`config.mk`:
```
export PLATFORM = sky130hd
export DESIGN_NAME = dbm_drop_mon
export DESIGN_NICKNAME = d
export VERILOG_FILES = /design/src/rtl/dbm_pkg.sv /design/src/rtl/dbm_bus_sampler.sv /design/src/rtl/dbm_parity.sv /design/src/rtl/dbm_clk_loss.sv /design/src/rtl/dbm_ais_mon.sv /design/src/rtl/dbm_drop_mon.sv
export SDC_FILE = /design/constraint.sdc
export NUM_CORES = 1
export LEC_CHECK = 0
export BUFFER_PORTS_ARGS = -buffer_cell sky130_fd_sc_hd__buf_2
export CAP_MARGIN = 15
export CORE_MARGIN = 3
export CORE_UTILIZATION = 40
export DETAILED_ROUTE_END_ITERATION = 6
export HOLD_SLACK_MARGIN = 0.02
export MAX_ROUTING_LAYER = met4
export PLACE_DENSITY_LB_ADDON = 0.25
export SYNTH_ARGS = -nofsm -noshare
export SYNTH_HDL_FRONTEND = slang
export SYNTH_SLANG_ARGS = --single-unit
export TNS_END_PERCENT = 1
```
`constraint.sdc`:
```
create_clock -name clk -period 2.7 [get_ports clk]
set_clock_uncertainty 0.05 [all_clocks]
set_input_delay 0.54 -clock clk [delete_from_list [all_inputs] [get_ports clk]]
set_output_delay 0.54 -clock clk [all_outputs]
set_load 0.01 [all_outputs]
```
`src/rtl/dbm_pkg.sv`:
```
package dbm_pkg;

    typedef enum logic [1:0] {
        CLK_OK,
        CLK_LOST,
        CLK_REGAIN
    } clk_st_e;

    typedef enum logic [1:0] {
        AIS_NORMAL,
        AIS_ENTER,
        AIS_ACTIVE,
        AIS_LEAVE
    } ais_st_e;

    typedef struct packed {
        logic [7:0] data;
        logic       mark;
        logic       spe;
        logic       par;
        logic       toh;
        logic       ptr;
        logic       frm;
    } bus_byte_t;

    localparam int unsigned ALM_PAR = 0;
    localparam int unsigned ALM_LOC = 1;
    localparam int unsigned ALM_AIS = 2;
    localparam int unsigned ALM_N   = 3;

endpackage

```
`src/rtl/dbm_bus_sampler.sv`:
```
module dbm_bus_sampler
    import dbm_pkg::*;
#(
    parameter int unsigned SYNC_N = 2
) (
    input  logic      clk,
    input  logic      rst_n,
    input  logic      bus_clk,
    input  bus_byte_t bus_in,
    output logic      byte_evt,
    output bus_byte_t byte_out
);

    // sync_q[k] holds the bus clock level k+1 reference edges ago
    logic [SYNC_N:0] sync_q;
    bus_byte_t       pipe_q [SYNC_N];

    always_ff @(posedge clk or negedge rst_n) begin
        if (!rst_n) begin
            sync_q <= '0;
            for (int i = 0; i < SYNC_N; i++) begin
                pipe_q[i] <= '0;
            end
        end else begin
            sync_q    <= {sync_q[SYNC_N-1:0], bus_clk};
            pipe_q[0] <= bus_in;
            for (int i = 1; i < SYNC_N; i++) begin
                pipe_q[i] <= pipe_q[i-1];
            end
        end
    end

    // data pipe has the same depth as the synchroniser, so the byte lines up with its edge
    assign byte_evt = sync_q[SYNC_N-1] & ~sync_q[SYNC_N];
    assign byte_out = pipe_q[SYNC_N-1];

endmodule

```
`src/rtl/dbm_parity.sv`:
```
module dbm_parity #(
    parameter int unsigned CNT_W = 16
) (
    input  logic             clk,
    input  logic             rst_n,
    input  logic             byte_evt,
    input  logic [7:0]       data,
    input  logic             mark,
    input  logic             spe,
    input  logic             par,
    input  logic             cfg_even,
    input  logic             cfg_data_only,
    input  logic             cnt_rd,
    output logic             err_evt,
    output logic [CNT_W-1:0] cnt
);

    localparam logic [CNT_W-1:0] CNT_MAX = {CNT_W{1'b1}};

    logic covered;
    logic lead_sum;

    always_comb begin
        covered  = cfg_data_only ? (^data) : (^{data, mark, spe});
        lead_sum = covered ^ par;
        err_evt  = byte_evt & (cfg_even ? lead_sum : ~lead_sum);
    end

    always_ff @(posedge clk or negedge rst_n) begin
        if (!rst_n) begin
            cnt <= '0;
        end else if (cnt_rd) begin
            cnt <= err_evt ? CNT_W'(1) : '0;
        end else if (err_evt && cnt != CNT_MAX) begin
            cnt <= cnt + CNT_W'(1);
        end
    end

endmodule

```
`src/rtl/dbm_clk_loss.sv`:
```
module dbm_clk_loss
    import dbm_pkg::*;
#(
    parameter int unsigned GAP_LIMIT    = 16,
    parameter int unsigned REGAIN_EDGES = 4
) (
    input  logic clk,
    input  logic rst_n,
    input  logic edge_evt,
    output logic loc,
    output logic declare
);

    localparam int unsigned GW = $clog2(GAP_LIMIT);
    localparam int unsigned RW = $clog2(REGAIN_EDGES + 1);

    logic [GW-1:0] gap_q;
    logic [RW-1:0] run_q, run_d;
    clk_st_e       st_q, st_d;
    logic          timeout;

    assign timeout = !edge_evt && (gap_q == GW'(GAP_LIMIT - 1));

    always_ff @(posedge clk or negedge rst_n) begin
        if (!rst_n) begin
            gap_q <= '0;
        end else if (edge_evt || timeout) begin
            gap_q <= '0;
        end else begin
            gap_q <= gap_q + GW'(1);
        end
    end

    // state register
    always_ff @(posedge clk or negedge rst_n) begin
        if (!rst_n) begin
            st_q  <= CLK_OK;
            run_q <= '0;
        end else begin
            st_q  <= st_d;
            run_q <= run_d;
        end
    end

    always_comb begin
        st_d  = st_q;
        run_d = run_q;
        unique case (st_q)
            CLK_OK: begin
                if (timeout) st_d = CLK_LOST;
            end
            CLK_LOST: begin
                if (edge_evt) begin
                    st_d  = CLK_REGAIN;
                    run_d = RW'(1);
                end
            end
            CLK_REGAIN: begin
                if (timeout) begin
                    st_d  = CLK_LOST;
                    run_d = '0;
                end else if (edge_evt) begin
                    if (run_q == RW'(REGAIN_EDGES - 1)) begin
                        st_d  = CLK_OK;
                        run_d = '0;
                    end else begin
                        run_d = run_q + RW'(1);
                    end
                end
            end
            default: begin
                st_d  = CLK_OK;
                run_d = '0;
            end
        endcase
    end

    // outputs
    always_comb begin
        loc     = (st_q != CLK_OK);
        declare = (st_q == CLK_OK) && timeout;
    end

endmodule

```
`src/rtl/dbm_ais_mon.sv`:
```
module dbm_ais_mon
    import dbm_pkg::*;
#(
    parameter int unsigned AIS_FRAMES = 3
) (
    input  logic       clk,
    input  logic       rst_n,
    input  logic       byte_evt,
    input  logic       frame_evt,
    input  logic [7:0] data,
    input  logic       toh_stb,
    input  logic       ptr_stb,
    input  logic       cfg_sel_ptr,
    output logic       ais,
    output logic       declare
);

    localparam int unsigned FW = $clog2(AIS_FRAMES + 1);

    logic          seen_q, ones_q;
    logic          sel, verdict;
    logic [FW-1:0] run_q, run_d;
    ais_st_e       st_q, st_d;

    assign sel     = cfg_sel_ptr ? ptr_stb : toh_stb;
    assign verdict = seen_q & ones_q;

    // per-frame accumulator over the selected byte positions
    always_ff @(posedge clk or negedge rst_n) begin
        if (!rst_n) begin
            seen_q <= 1'b0;
            ones_q <= 1'b1;
        end else if (frame_evt) begin
            seen_q <= 1'b0;
            ones_q <= 1'b1;
        end else if (byte_evt && sel) begin
            seen_q <= 1'b1;
            if (data != 8'hFF) ones_q <= 1'b0;
        end
    end

    // state register
    always_ff @(posedge clk or negedge rst_n) begin
        if (!rst_n) begin
            st_q  <= AIS_NORMAL;
            run_q <= '0;
        end else begin
            st_q  <= st_d;
            run_q <= run_d;
        end
    end

    always_comb begin
        st_d  = st_q;
        run_d = run_q;
        if (frame_evt) begin
            unique case (st_q)
                AIS_NORMAL: begin
                    if (verdict) begin
                        st_d  = AIS_ENTER;
                        run_d = FW'(1);
                    end
                end
                AIS_ENTER: begin
                    if (!verdict) begin
                        st_d  = AIS_NORMAL;
                        run_d = '0;
                    end else if (run_q == FW'(AIS_FRAMES - 1)) begin
                        st_d  = AIS_ACTIVE;
                        run_d = '0;
                    end else begin
                        run_d = run_q + FW'(1);
                    end
                end
                AIS_ACTIVE: begin
                    if (!verdict) begin
                        st_d  = AIS_LEAVE;
                        run_d = FW'(1);
                    end
                end
                AIS_LEAVE: begin
                    if (verdict) begin
                        st_d  = AIS_ACTIVE;
                        run_d = '0;
                    end else if (run_q == FW'(AIS_FRAMES - 1)) begin
                        st_d  = AIS_NORMAL;
                        run_d = '0;
                    end else begin
                        run_d = run_q + FW'(1);
                    end
                end
                default: begin
                    st_d  = AIS_NORMAL;
                    run_d = '0;
                end
            endcase
        end
    end

    // outputs
    always_comb begin
        ais     = (st_q == AIS_ACTIVE) || (st_q == AIS_LEAVE);
        declare = (st_q == AIS_ENTER) && (st_d == AIS_ACTIVE);
    end

endmodule

```
`src/rtl/dbm_drop_mon.sv`:
```
module dbm_drop_mon
    import dbm_pkg::*;
#(
    parameter int unsigned CNT_W        = 16,
    parameter int unsigned SYNC_N       = 2,
    parameter int unsigned GAP_LIMIT    = 16,
    parameter int unsigned REGAIN_EDGES = 4,
    parameter int unsigned AIS_FRAMES   = 3
) (
    input  logic             clk,
    input  logic             rst_n,
    input  logic             bus_clk,
    input  logic [7:0]       bus_data,
    input  logic             bus_c1j1v1,
    input  logic             bus_spe,
    input  logic             bus_par,
    input  logic             toh_e1_stb,
    input  logic             ptr_stb,
    input  logic             frame_stb,
    input  logic             cfg_even,
    input  logic             cfg_data_only,
    input  logic             cfg_ais_ptr,
    input  logic [2:0]       irq_mask,
    input  logic [2:0]       sts_clr,
    input  logic             cnt_rd,
    output logic [CNT_W-1:0] perr_cnt,
    output logic             loc_alarm,
    output logic             ais_alarm,
    output logic [2:0]       sticky,
    output logic             irq
);

    bus_byte_t        bus_in, smp;
    logic             byte_evt, frame_evt;
    logic             par_err, loc_decl, ais_decl;
    logic [ALM_N-1:0] set_vec;

    assign bus_in = '{data: bus_data, mark: bus_c1j1v1, spe: bus_spe, par: bus_par,
                      toh: toh_e1_stb, ptr: ptr_stb, frm: frame_stb};

    dbm_bus_sampler #(.SYNC_N(SYNC_N)) u_smp (
        .clk      (clk),
        .rst_n    (rst_n),
        .bus_clk  (bus_clk),
        .bus_in   (bus_in),
        .byte_evt (byte_evt),
        .byte_out (smp)
    );

    assign frame_evt = byte_evt & smp.frm;

    dbm_parity #(.CNT_W(CNT_W)) u_par (
        .clk           (clk),
        .rst_n         (rst_n),
        .byte_evt      (byte_evt),
        .data          (smp.data),
        .mark          (smp.mark),
        .spe           (smp.spe),
        .par           (smp.par),
        .cfg_even      (cfg_even),
        .cfg_data_only (cfg_data_only),
        .cnt_rd        (cnt_rd),
        .err_evt       (par_err),
        .cnt           (perr_cnt)
    );

    dbm_clk_loss #(.GAP_LIMIT(GAP_LIMIT), .REGAIN_EDGES(REGAIN_EDGES)) u_loc (
        .clk      (clk),
        .rst_n    (rst_n),
        .edge_evt (byte_evt),
        .loc      (loc_alarm),
        .declare  (loc_decl)
    );

    dbm_ais_mon #(.AIS_FRAMES(AIS_FRAMES)) u_ais (
        .clk         (clk),
        .rst_n       (rst_n),
        .byte_evt    (byte_evt),
        .frame_evt   (frame_evt),
        .data        (smp.data),
        .toh_stb     (smp.toh),
        .ptr_stb     (smp.ptr),
        .cfg_sel_ptr (cfg_ais_ptr),
        .ais         (ais_alarm),
        .declare     (ais_decl)
    );

    always_comb begin
        set_vec          = '0;
        set_vec[ALM_PAR] = par_err;
        set_vec[ALM_LOC] = loc_decl;
        set_vec[ALM_AIS] = ais_decl;
    end

    // set beats clear in the same cycle
    always_ff @(posedge clk or negedge rst_n) begin
        if (!rst_n) begin
            sticky <= '0;
        end else begin
            sticky <= (sticky & ~sts_clr) | set_vec;
        end
    end

    assign irq = |(sticky & ~irq_mask);

endmodule

```
Word-level counts from Yosys, hierarchy flattened
Cells that the tools add are included.
{"block": "totals", "regBits": 65, "latchBits": 0, "mem_bits_rw": 0, "romBits": 0, "output_inout_bits": 22, "word_cells": 116, "memories": 0}
{"block": "classes", "add_sub_neg": 4, "n_mul": 0, "div_mod_pow": 0, "n_lt_le_gt_ge": 0, "n_eq_ne": 17, "shift": 0, "muxes": 37, "bitwise_logic": 13, "reduce_logical": 21}
{"op": "$mux W2", "count": 17}
{"op": "$mux W16", "count": 2}
{"op": "$add A16 B1 Y16 const B", "count": 1}
{"op": "$ne A16 B16 Y1 const B", "count": 1}
{"op": "$pmux W2 S4", "count": 2}
{"op": "$mux W3", "count": 4}
{"op": "$eq A2 B2 Y1 const B", "count": 5}
{"op": "$reduce_xor A10 Y1", "count": 1}
{"op": "$mux W1", "count": 9}
{"op": "$pmux W3 S3", "count": 1}
{"op": "$ne A8 B8 Y1 const B", "count": 1}
{"op": "$reduce_bool A2 Y1", "count": 4}
{"op": "$reduce_xor A8 Y1", "count": 1}
{"op": "$and A3 B3 Y3", "count": 2}
{"op": "$not A3 Y3", "count": 2}
{"op": "$pmux W2 S3", "count": 1}
{"op": "$reduce_and A3 Y1", "count": 2}
{"op": "$logic_and A1 B1 Y1", "count": 5}
{"op": "$add A4 B1 Y4 const B", "count": 1}
{"op": "$and A1 B1 Y1", "count": 4}
{"op": "$eq A2 B1 Y1 const B", "count": 2}
{"op": "$eq A4 B4 Y1 const B", "count": 1}
{"op": "$logic_not A2 Y1", "count": 2}
{"op": "$mux W4", "count": 1}
{"op": "other kinds (15)", "count": 20}

Logic depth before layout (Yosys ltp)
Gate-level depths: netlist of the first run.
{"block": "logic_depth", "depth_word": 9, "mapped_depth": 7, "depth_no_buf": 6}

By module
Synthesis of the first run repeated with hierarchy kept, for this count alone.
{"block": "hier_totals", "cells_unflattened": 252, "hier_area_um2": 2921.6}
{"module": "dbm_parity", "instances": 1, "cells_per_inst": 112, "area_per_inst_um2": 1013.5}
{"module": "dbm_bus_sampler", "instances": 1, "cells_per_inst": 46, "area_per_inst_um2": 894.6}
{"module": "dbm_clk_loss", "instances": 1, "cells_per_inst": 50, "area_per_inst_um2": 544.3}
{"module": "dbm_ais_mon", "instances": 1, "cells_per_inst": 32, "area_per_inst_um2": 332.8}
{"module": "dbm_drop_mon", "instances": 1, "cells_per_inst": 12, "area_per_inst_um2": 136.4}

Least setup slack after synthesis of the first run
OpenSTA, ideal clock, no wires.
{"block": "synth_timing", "kind": "register -> register", "start": "register u_smp.pipe_q, in the netlist u_smp.byte_out[12]", "end": "register u_par.cnt[12]", "setup_ns": 0.128, "arrival_ns": 2.094, "required_ns": 2.522, "path_slack_ns": 0.428, "stages_incl_launch_ff": 7, "n_path_buf": 1, "period_less_slack_ns": 2.272, "cell_sequence": "dfrtp_1 -> ha_1 -> xnor2_1 -> xor3_2 -> buf_6 -> nor4_2 -> mux2_1"}
{"block": "synth_between", "elab_chain_len": 8, "elab_cells_between_ends": 9}
{"element": "from (decl)", "line_no": "dbm_bus_sampler.sv:16", "source": "bus_byte_t pipe_q [SYNC_N];"}
{"element": "from (signal, indexed assignment)", "line_no": "dbm_bus_sampler.sv:28", "source": "pipe_q[i] <= pipe_q[i-1];"}
{"element": "$reduce_xor A10 Y1 / $reduce_xor A8 Y1 (equally long branches)", "line_no": "dbm_parity.sv:24", "source": "covered = cfg_data_only ? (^data) : (^{data, mark, spe});"}
{"element": "$mux W1 (*)", "line_no": "dbm_parity.sv:24"}
{"element": "$xor A1 B1 Y1 (*)", "line_no": "dbm_parity.sv:25", "source": "lead_sum = covered ^ par;"}
{"element": "$not A1 Y1", "line_no": "dbm_parity.sv:26", "source": "err_evt = byte_evt & (cfg_even ? lead_sum : ~lead_sum);"}
{"element": "$mux W1 (*)", "line_no": "dbm_parity.sv:26"}
{"element": "$and A1 B1 Y1 (*)", "line_no": "dbm_parity.sv:26"}
{"element": "$logic_and A1 B1 Y1 (*)", "line_no": "dbm_parity.sv:34", "source": "end else if (err_evt && cnt != CNT_MAX) begin"}
{"element": "$reduce_bool A2 Y1 (no line) (*)"}
{"element": "to (signal assigned)", "line_no": "dbm_parity.sv:33", "source": "cnt <= err_evt ? CNT_W'(1) : '0;"}
{"element": "to (signal assigned)", "line_no": "dbm_parity.sv:35", "source": "cnt <= cnt + CNT_W'(1);"}
{"element": "to (decl)", "line_no": "dbm_parity.sv:15", "source": "output logic [CNT_W-1:0] cnt"}
Mark *: on every way between the ends. The rest lies on a longest branch, timed or not.
A chain may end at the register's enable or synchronous reset.

Worst setup path in the final report of the first run
{"block": "layout_timing", "start": "register u_smp.pipe_q, in the netlist u_smp.byte_out[12]", "end": "register u_par.cnt[7]"}
The elaborated chain is that of the path after synthesis.

==> results of run 1 <==
worst register-to-register path: cells and delay by family (launching register included):
kind	cells	cell delay, ps
XOR/XNOR	2	900
adder cells (fa/ha/maj)	1	300
flip-flops	1	370
AND/OR/NAND/NOR	1	400
multiplexers	1	370
per-layer routing:
layer,vias to the layer above,wire (um)
met5,-,0
met4,0,57
met3,7,288
met2,40,2431
met1,985,2587
li1,999,-
placed cells by master, fill, tap and decap left out, types with 2 or more instances in the layout:
master,instances
dfrtp_1,64
buf_2,48
nor2_1,24
nand2_1,23
nor2b_1,14
o21ai_0,12
ha_1,12
mux2_2,11
nand3_1,10
clkbuf_8,10
inv_1,9
xnor2_1,7
nor4_1,7
a21oi_1,7
nor3_1,6
nand2b_1,3
and3_1,3
o31ai_1,3
bufinv_16,3
buf_4,3
and2_1,2
o22ai_1,2
and4_1,2
mux2i_1,2
nand4_1,2
nor4_2,2
mux2_1,2
or4_1,2
through the flow:
step,power [mW],cells
6_report,2.638,411
4_1_cts,2.673,411
2_1_floorplan,1.523,256
3_5_place_dp,1.666,395
5_1_grt,2.800,411
3_3_place_gp,1.649,395
how the worst min path moves through the flow:
stage                                 from  slack, ps  cells past startpoint            endpoint
after floorplan                      rst_n        190                      0           sticky[0]
after global placement     u_smp.sync_q[0]        280                      0     u_smp.sync_q[1]
after detailed placement  u_smp.pipe_q[26]        280                      0  u_smp.byte_out[12]
after CTS                       toh_e1_stb        250                      1    u_smp.pipe_q[16]
after global routing           bus_data[0]        240                      1    u_smp.pipe_q[20]
final                           toh_e1_stb        260                      1    u_smp.pipe_q[16]
logic make-up after synthesis:
logic type / Yosys count / share of synthesized area (%)
compound gates: 33 / 6.930
flops: 65 / 56.35
mux: 15 / 5.760
simple gates: 104 / 19.10
fa+ha+maj: 12 / 5.197
buf+inv: 17 / 2.469
xor+xnor: 10 / 4.201
flip-flops by register name (all words and copies together) (netlist names), 2 cells and up:
signal,count
u_ais.run_q,2
u_smp.byte_out,14
u_smp.pipe_q,14
sticky,3
u_smp.sync_q,3
u_par.cnt,16
u_loc.gap_q,4
u_ais.st_q,2
u_loc.run_q,3
u_loc.st_q,2
repair_timing:
action	CTS	global route
hold endpoints to repair	9	0
resized for setup	0	0
hold buffers	1	0
setup buffers	0	0
power breakdown:
part	total, mW	switching [mW]	internal [mW]
registers	1.15	0.0723	1.07
logic	0.494	0.283	0.210
clock network	0.998	0.365	0.633
area by class of cell:
type                            instances  share of cell area (%)
Clock buffer                           10                   3.948
Sequential cell                        65                   46.70
Multi-Input combinational cell        174                   34.13
Timing Repair Buffer                   52                   7.825
Inverter                                9                  0.9691
Clock inverter                          5                   2.979
Tap cell                               96                   3.446
==> flow_summary_export.csv, run 1 <==
group,metric,value,unit
run_status,status,"finished clean",
sta,period_minus_slack,2499,ps
layout,design_area,0.003486,mm^2
critical_path,timing.critical_path.depth,5,
synth,synth-seq-cells,65,
cts,tritoncts,"built",
synth,syn_avg_cell_area,11.29,um^2
grt,grt-ovfl-total,0,
min_path,hold_class,"in2reg",
grt,grt_max_degree,32,
synth,syn-cell-area,0.002889,mm^2
layout,regArea,0.001628,mm^2
layout,drive_gt1_share,26.98,%
critical_path,r2r-start,"u_smp.byte_out[12]",
grt,track_usage,14.55,%
critical_path,cp_top_family,"XOR/XNOR gates",
critical_path,startpoint,"u_smp.byte_out[12]",
critical_path,endpoint,"u_par.cnt[7]",
cts,cts_buffers,9,
layout,diodes,0,
grt,met1_usage,18.93,%
power,cellLeakagePower,1.635,nW
synth,synth.largest_area_cell,"dfrtp_1",
power,power_density,756.7,mW/mm^2
critical_path,worstSetupEndpointType,"flip-flop",
synth,ys_warn_count,0,
layout,area_delta_synth_final,20.66,%
layout,nFillCells,674,
sta,max_slew.worst_pin.slew,597.7,ps
route,vias,2031,
critical_path,cp_slowest_cell,"xor3_2",
cts,numClockSinks,65,
sta,drv_slew,0,
synth,yosysUniqueCellTypes,43,
layout,fin_util,50.47,%
die,io_pins,49,
cts,clkLatencyLatePin,330,ps
cts,cts_root_buf,"clkbuf_8",
route,routed_wirelength,5364,um
synth,synth_nets,295,
critical_path,crit_arrival,2670,ps
sta,hold_violations,0,
synth,synth_top_cell_area_share,55.44,%
cts,cts.reportedPaths.clkPinSlew,70,ps
sta,hold_ws,261.3,ps
placed_design,io_buffers,48,
cts,cts.path.max_buffers,2,
synth,synth_flop_cell,"dfrtp_1",
critical_path,r2r_end,"u_par.cnt[7]",
die,die_area,0.008278,mm^2
sta,tns,0,ps
sta,slew_headroom,60.07,%
route,drc,0,
grt,global_route.usage.met2,21.58,%
cts,cts_max_level,3,
layout,nNetsFinal,350,
die,die_h,90.99,um
placed_design,postPlaceCellArea,0.003234,mm^2
critical_path,worstPathCellList,"ha_1 > xnor2_1 > xor3_2 > nor4_1 > mux2_2",
critical_path,path_buf_inv,0,
placed_design,dpl_worst_slack,186.2,ps
synth,ys_seq_area_share,56.34,%
synth,synth.top_cells.by_area,"dfrtp_1, ha_1, mux2_2",
sta,finalCritPeriodShare,92.55,%
critical_path,crit_type,"reg2reg",
route,via_per_inst,4.942,
sta,fmax,400.2,MHz
die,die_w,90.99,um
critical_path,critPathLaunchType,"flip-flop",
sta,rsz0062_at_grt,"false",
grt,antenna_found_initial,0,
grt,use_met3,4.888,%
route,drt_iter0_markers,71,
sta,setup_ws,201.2,ps
power,irDropWorstVdd,0.3098,mV
synth,synth_commonest_cells,"dfrtp_1, nor2_1, nand2_1",
synth,synth_edf_count,0,
layout,multi_input_comb_area,0.001190,mm^2
route,wl_per_cell,13.05,um
synth,yosysMostFrequentCell,"dfrtp_1",
synth,synthArstFlopShare,100.0,%
job,maxCapViolations,0,
route,dr.pass1.iters,4,
grt,top_usage_layer,"met2",
sta,final-setup-viol-count,0,
die,core_area,0.006907,mm^2
critical_path,slowest_delay,670,ps
critical_path,cp_max_fo,19,
synth,syn_inst,256,
die,start_util,41.83,%
grt,grt_pass1_vias,1983,
placed_design,hpwl,3773,um
die,placementRows,30,
critical_path,regToRegSetupSlack,200,ps
route,antenna_left,0,
critical_path,worstPathRequired,2870,ps
critical_path,reg2regPathDepth,5,
placed_design,gp_congestion,0.7752,
grt,grt_pass1_wl,9321,um
Power figures use the tool's default switching activity.
==> inputs of run 2 (changes only) <==
--- a/config.mk
+++ b/config.mk
@@ -8,11 +8,12 @@
 export BUFFER_PORTS_ARGS = -buffer_cell sky130_fd_sc_hd__buf_2
 export CAP_MARGIN = 15
 export CORE_MARGIN = 3
-export CORE_UTILIZATION = 40
+export CORE_UTILIZATION = 55
 export DETAILED_ROUTE_END_ITERATION = 6
 export HOLD_SLACK_MARGIN = 0.02
 export MAX_ROUTING_LAYER = met4
 export PLACE_DENSITY_LB_ADDON = 0.25
+export SETUP_SLACK_MARGIN = 0.2
 export SYNTH_ARGS = -nofsm -noshare
 export SYNTH_HDL_FRONTEND = slang
 export SYNTH_SLANG_ARGS = --single-unit
==> flow_summary_export.csv, run 2 (synthesized netlist as in run 1, its figures left out) <==
group,metric,value,unit
cts,cts.path.max_buffers,2,
grt,grt_pass1_wl,8956,um
cts,numClockSinks,65,
cts,clkLatencyLatePin,340,ps
die,die_area,0.006158,mm^2
sta,tns,0,ps
job,maxCapViolations,0,
cts,cts_buffers,9,
placed_design,gp_congestion,0.8200,
power,cellLeakagePower,1.595,nW
layout,final_cell_mix,"dfrtp_1, buf_2, nor2_1, nand2_1, nor2b_1",
die,io_pins,49,
critical_path,cp_max_fo,19,
route,vias,2067,
power,power_density,698.9,mW/mm^2
placed_design,place_inst,365,
route,via_per_inst,5.425,
grt,met1_usage,25.59,%
die,start_util,58.83,%
route,drc,0,
run_status,status,"finished clean",
grt,antenna_found_initial,0,
layout,multi_input_comb_area,0.001190,mm^2
sta,finalCritPeriodShare,90.47,%
cts,cts-hold-fix-buffers,0,
layout,top_register,"u_par.cnt",
sta,fmax,409.4,MHz
cts,cts_max_level,3,
route,routed_wirelength,5252,um
sta,setup_ws,257.3,ps
cts,cts_root_buf,"clkbuf_8",
grt,grt-ovfl-total,0,
die,placementRows,25,
layout,diodes,0,
grt,grt_pass1_vias,1972,
critical_path,worstSetupEndpointType,"flip-flop",
cts,cts.reportedPaths.clkPinSlew,80,ps
die,die_w,78.48,um
route,dr.pass1.iters,5,
sta,final-setup-viol-count,0,
critical_path,worstPathRequired,2880,ps
placed_design,dpl_worst_slack,260.2,ps
critical_path,critPathLaunchType,"flip-flop",
route,drt_iter0_markers,82,
layout,fin_cells,381,
cts,cts_resized,0,
grt,grt_max_degree,41,
grt,track_usage,19.73,%
min_path,hold_class,"in2async",
layout,nFillCells,372,
die,die_h,78.48,um
cts,tritoncts,"built",
layout,final_common_cell,"dfrtp_1",
layout,largest_reg_flops,16,
sta,rsz0062_at_grt,"true",
critical_path,crit_type,"reg2reg",
route,wl_per_cell,13.78,um
grt,top_usage_layer,"met2",
route,antenna_left,0,
cts,cts_setup_buffers,0,
sta,hold_violations,0,
sta,max_slew.worst_pin.slew,593.5,ps
layout,area_delta_synth_final,16.80,%
sta,slew_headroom,60.44,%
critical_path,crit_arrival,2620,ps
layout,fin_util,68.71,%
die,core_area,0.004911,mm^2
power,irDropWorstVdd,0.4373,mV
sta,period_minus_slack,2443,ps
placed_design,io_buffers,48,
sta,drv_slew,0,
layout,drive_gt1_share,26.75,%
placed_design,hpwl,3737,um
layout,regArea,0.001628,mm^2
grt,use_met3,5.505,%
layout,nNetsFinal,348,
power,power.total,2.358,mW
grt,global_route.usage.met2,28.60,%
[run 2: cell types whose count changed in the layout (fill, tap and decap cells not counted), sizes merged]
cell	previous run	this run
clkinv	2	4
buf	51	50
dlygate4sd3	1	0
inv	9	10
bufinv	3	0
clkinvlp	0	1
[run 2: critical path, stage by stage, from the launching register on]
cell	delay (ps)
dfrtp_1	370
ha_1	310
xnor2_1	190
xnor2_1	180
xor3_2	490
or3_4	440
a221o_1	290
[run 2: per-stage QoR]
step / area, um^2 / hold WS (ps)
after global placement: 3203 / 281.9
final: 3374 / 143.8
after CTS: 3374 / 155.8
after detailed placement: 3203 / 286.4
after floorplan: 2889 / 194.4
after global routing: 3374 / 178.4
[run 2: routing by layer]
metal  vias to the layer above  share of wire [%]  routed length, um
met2                        60                 45               2380
met3                        10                6.2                328
li1                        996                  -                  -
met5                         -                  0                  0
met4                         0                2.0                104
met1                      1001                 46               2439
[run 2: area by class of cell]
| cell class | instances | area share (%) |
|---|---|---|
| inverters | 9 | 1.001 |
| clock buffers | 10 | 3.782 |
| repair buffers | 50 | 7.935 |
| well taps | 67 | 2.484 |
| flip-flops and latches | 65 | 48.24 |
| clock inverters | 6 | 1.298 |
| multi-input cells | 174 | 35.26 |
[run 2: path summary, 6_finish.rpt]
| check | startpoint | end | slack [ps] | depth (start not counted) |
|---|---|---|---|---|
| max in group asynchronous | rst_n | u_loc.gap_q[0] | 1850 | 2 |
| worst min-delay path | rst_n | u_loc.st_q[0] | 140 | 1 |
| worst min register to register | u_smp.pipe_q[26] | u_smp.byte_out[12] | 300 | 0 |
| worst max register to register | u_smp.byte_out[6] | u_par.cnt[0] | 260 | 6 |
| worst max-delay path | u_smp.byte_out[6] | u_par.cnt[0] | 260 | 6 |
| min in group clk | bus_data[0] | u_smp.pipe_q[20] | 250 | 1 |
[run 2: power by group]
group	internal [mW]	switching, mW	total (mW)
registers	1.07	0.0762	1.15
clock network	0.336	0.377	0.713
logic	0.210	0.285	0.496
total	1.62	0.739	2.36
==> inputs of run 3 (changes only) <==
--- a/config.mk
+++ b/config.mk
@@ -7,8 +7,10 @@
 export LEC_CHECK = 0
 export BUFFER_PORTS_ARGS = -buffer_cell sky130_fd_sc_hd__buf_2
 export CAP_MARGIN = 15
+export CELL_PAD_IN_SITES_DETAIL_PLACEMENT = 1
+export CELL_PAD_IN_SITES_GLOBAL_PLACEMENT = 1
 export CORE_MARGIN = 3
-export CORE_UTILIZATION = 55
+export CORE_UTILIZATION = 44
 export DETAILED_ROUTE_END_ITERATION = 6
 export HOLD_SLACK_MARGIN = 0.02
 export MAX_ROUTING_LAYER = met4
==> flow_summary_export.csv, run 3 (synthesized netlist as in run 1, its figures left out) <==
group,metric,value,unit
grt,top_usage_layer,"met2",
power,cellLeakagePower,1.695,nW
critical_path,worstSetupEndpointType,"flip-flop",
critical_path,regToRegSetupSlack,290,ps
power,power_switching_share,32.67,%
power,power_frac_clock,29.1,%
placed_design,gp_congestion,0.7442,
sta,fmax,415.1,MHz
power,power.total,2.628,mW
sta,rsz0062_at_grt,"false",
grt,track_usage,19.95,%
die,core_area,0.006131,mm^2
sta,tns,0,ps
layout,design_area,0.003684,mm^2
power,p_sw,0.8585,mW
route,dr.pass1.iters,4,
sta,max_slew.worst_pin.slew,890.6,ps
power,comb_power_share,27.1,%
cts,cts_max_level,3,
job,maxCapViolations,0,
critical_path,crit_type,"reg2reg",
critical_path,reg2regPathDepth,7,
critical_path,cp_max_fo,6,
layout,diodes,0,
sta,finalCritPeriodShare,89.23,%
route,drt_iter0_markers,102,
critical_path,crit_arrival,2590,ps
sta,drv_slew,0,
die,io_pins,49,
critical_path,critPathLaunchType,"flip-flop",
layout,largest_reg_flops,16,
grt,met1_usage,26.00,%
cts,tritoncts,"built",
layout,fin_util,60.08,%
grt,grt_max_degree,31,
sta,slew_headroom,40.23,%
placed_design,hpwl,4298,um
grt,grt_pass1_wl,11270,um
die,placementRows,28,
layout,nNetsFinal,356,
sta,hold_violations,0,
cts,clkLatencyLatePin,340,ps
grt,global_route.usage.met2,31.06,%
min_path,hold_class,"in2async",
layout,final_common_cell,"dfrtp_1",
critical_path,worstPathRequired,2880,ps
cts,cts.reportedPaths.clkPinSlew,80,ps
sta,period_minus_slack,2409,ps
power,power_density,713.4,mW/mm^2
route,vias,2142,
grt,use_met3,3.595,%
route,wl_per_cell,16.89,um
placed_design,io_buffers,48,
layout,top_register,"u_par.cnt",
route,via_per_inst,5.395,
die,die_h,87.03,um
cts,numClockSinks,65,
route,drc,0,
critical_path,r2r_end,"u_par.cnt[2]",
route,antenna_left,0,
power,p_int,1.769,mW
grt,grt-ovfl-total,0,
grt,grt_pass1_vias,2284,
route,routed_wirelength,6704,um
sta,final-setup-viol-count,0,
die,die_w,87.03,um
layout,nFillCells,648,
sta,hold_ws,88.36,ps
critical_path,r2r-start,"u_smp.byte_out[8]",
die,start_util,47.12,%
power,irDropWorstVdd,0.5072,mV
placed_design,postPlaceCellArea,0.003208,mm^2
cts,cts_root_buf,"clkbuf_8",
grt,antenna_found_initial,0,
run_status,status,"finished clean",
power,sequentialPowerShare,43.9,%
cts,cts.path.max_buffers,2,
cts,cts-hold-fix-buffers,0,
die,die_area,0.007574,mm^2
cts,cts_buffers,9,
layout,drive_gt1_share,33.23,%
layout,area_delta_synth_final,27.50,%
layout,final_cell_mix,"dfrtp_1, buf_2, nor2_1, nand2_1, nor2b_1",
run 3: worst max-delay path by stage:
| stage | start | end | slack [ps] | cells after the start |
|---|---|---|---|---|
| 2_1_floorplan | u_smp.byte_out[12] | u_par.cnt[12] | 430 | 6 |
| 5_1_grt | u_smp.byte_out[7] | u_par.cnt[2] | 210 | 8 |
| 6_report | u_smp.byte_out[8] | u_par.cnt[2] | 290 | 7 |
| 3_5_place_dp | u_smp.byte_out[10] | u_par.cnt[3] | 110 | 6 |
| 4_1_cts | u_smp.byte_out[7] | u_par.cnt[3] | 170 | 7 |
| 3_3_place_gp | u_smp.byte_out[6] | u_par.cnt[0] | 250 | 6 |
run 3: power by group through the flow:
stage	Combinational, mW	Sequential [mW]	Clock [mW]
after floorplan	0.368	1.15	0
after global placement	0.489	1.16	0
after detailed placement	0.506	1.17	0
after CTS	0.670	1.15	0.778
after global routing	0.786	1.17	0.844
final	0.712	1.15	0.763
run 3: through the flow:
step	std cells	setup WS [ps]
2_1_floorplan	256	428.5
3_3_place_gp	374	252.6
3_5_place_dp	374	112.4
4_1_cts	396	169.3
5_1_grt	397	206.5
6_report	397	290.7
run 3: worst max-delay path, cell delays in order (launching register included):
cell and delay (ps):
dfrtp_1 400, ha_4 250, xnor2_2 210, xor3_4 580
buf_12 180, buf_4 150, nor3_4 170, mux2_4 310
run 3: layer usage:
| metal | vias up | share of wire (%) |
|---|---|---|
| li1 | 1009 | - |
| met1 | 1065 | 45 |
| met2 | 60 | 49 |
| met3 | 8 | 4.8 |
| met4 | 0 | 1.4 |
| met5 | - | 0 |
run 3: area by class of cell:
cell class	instances	area, um^2	area share, %
Clock buffer	11	141.4	3.838
Tap cell	75	93.84	2.548
Clock inverter	5	41.29	1.121
Sequential cell	65	1628	44.19
Timing Repair Buffer	58	335.3	9.103
Inverter	9	33.78	0.9171
Multi-Input combinational cell	174	1410	38.28
run 3: repair_timing:
action	in CTS	in global routing
pin swaps	6	4
endpoints found under the setup margin	8	15
setup buffers	6	1
gates resized for setup	22	11
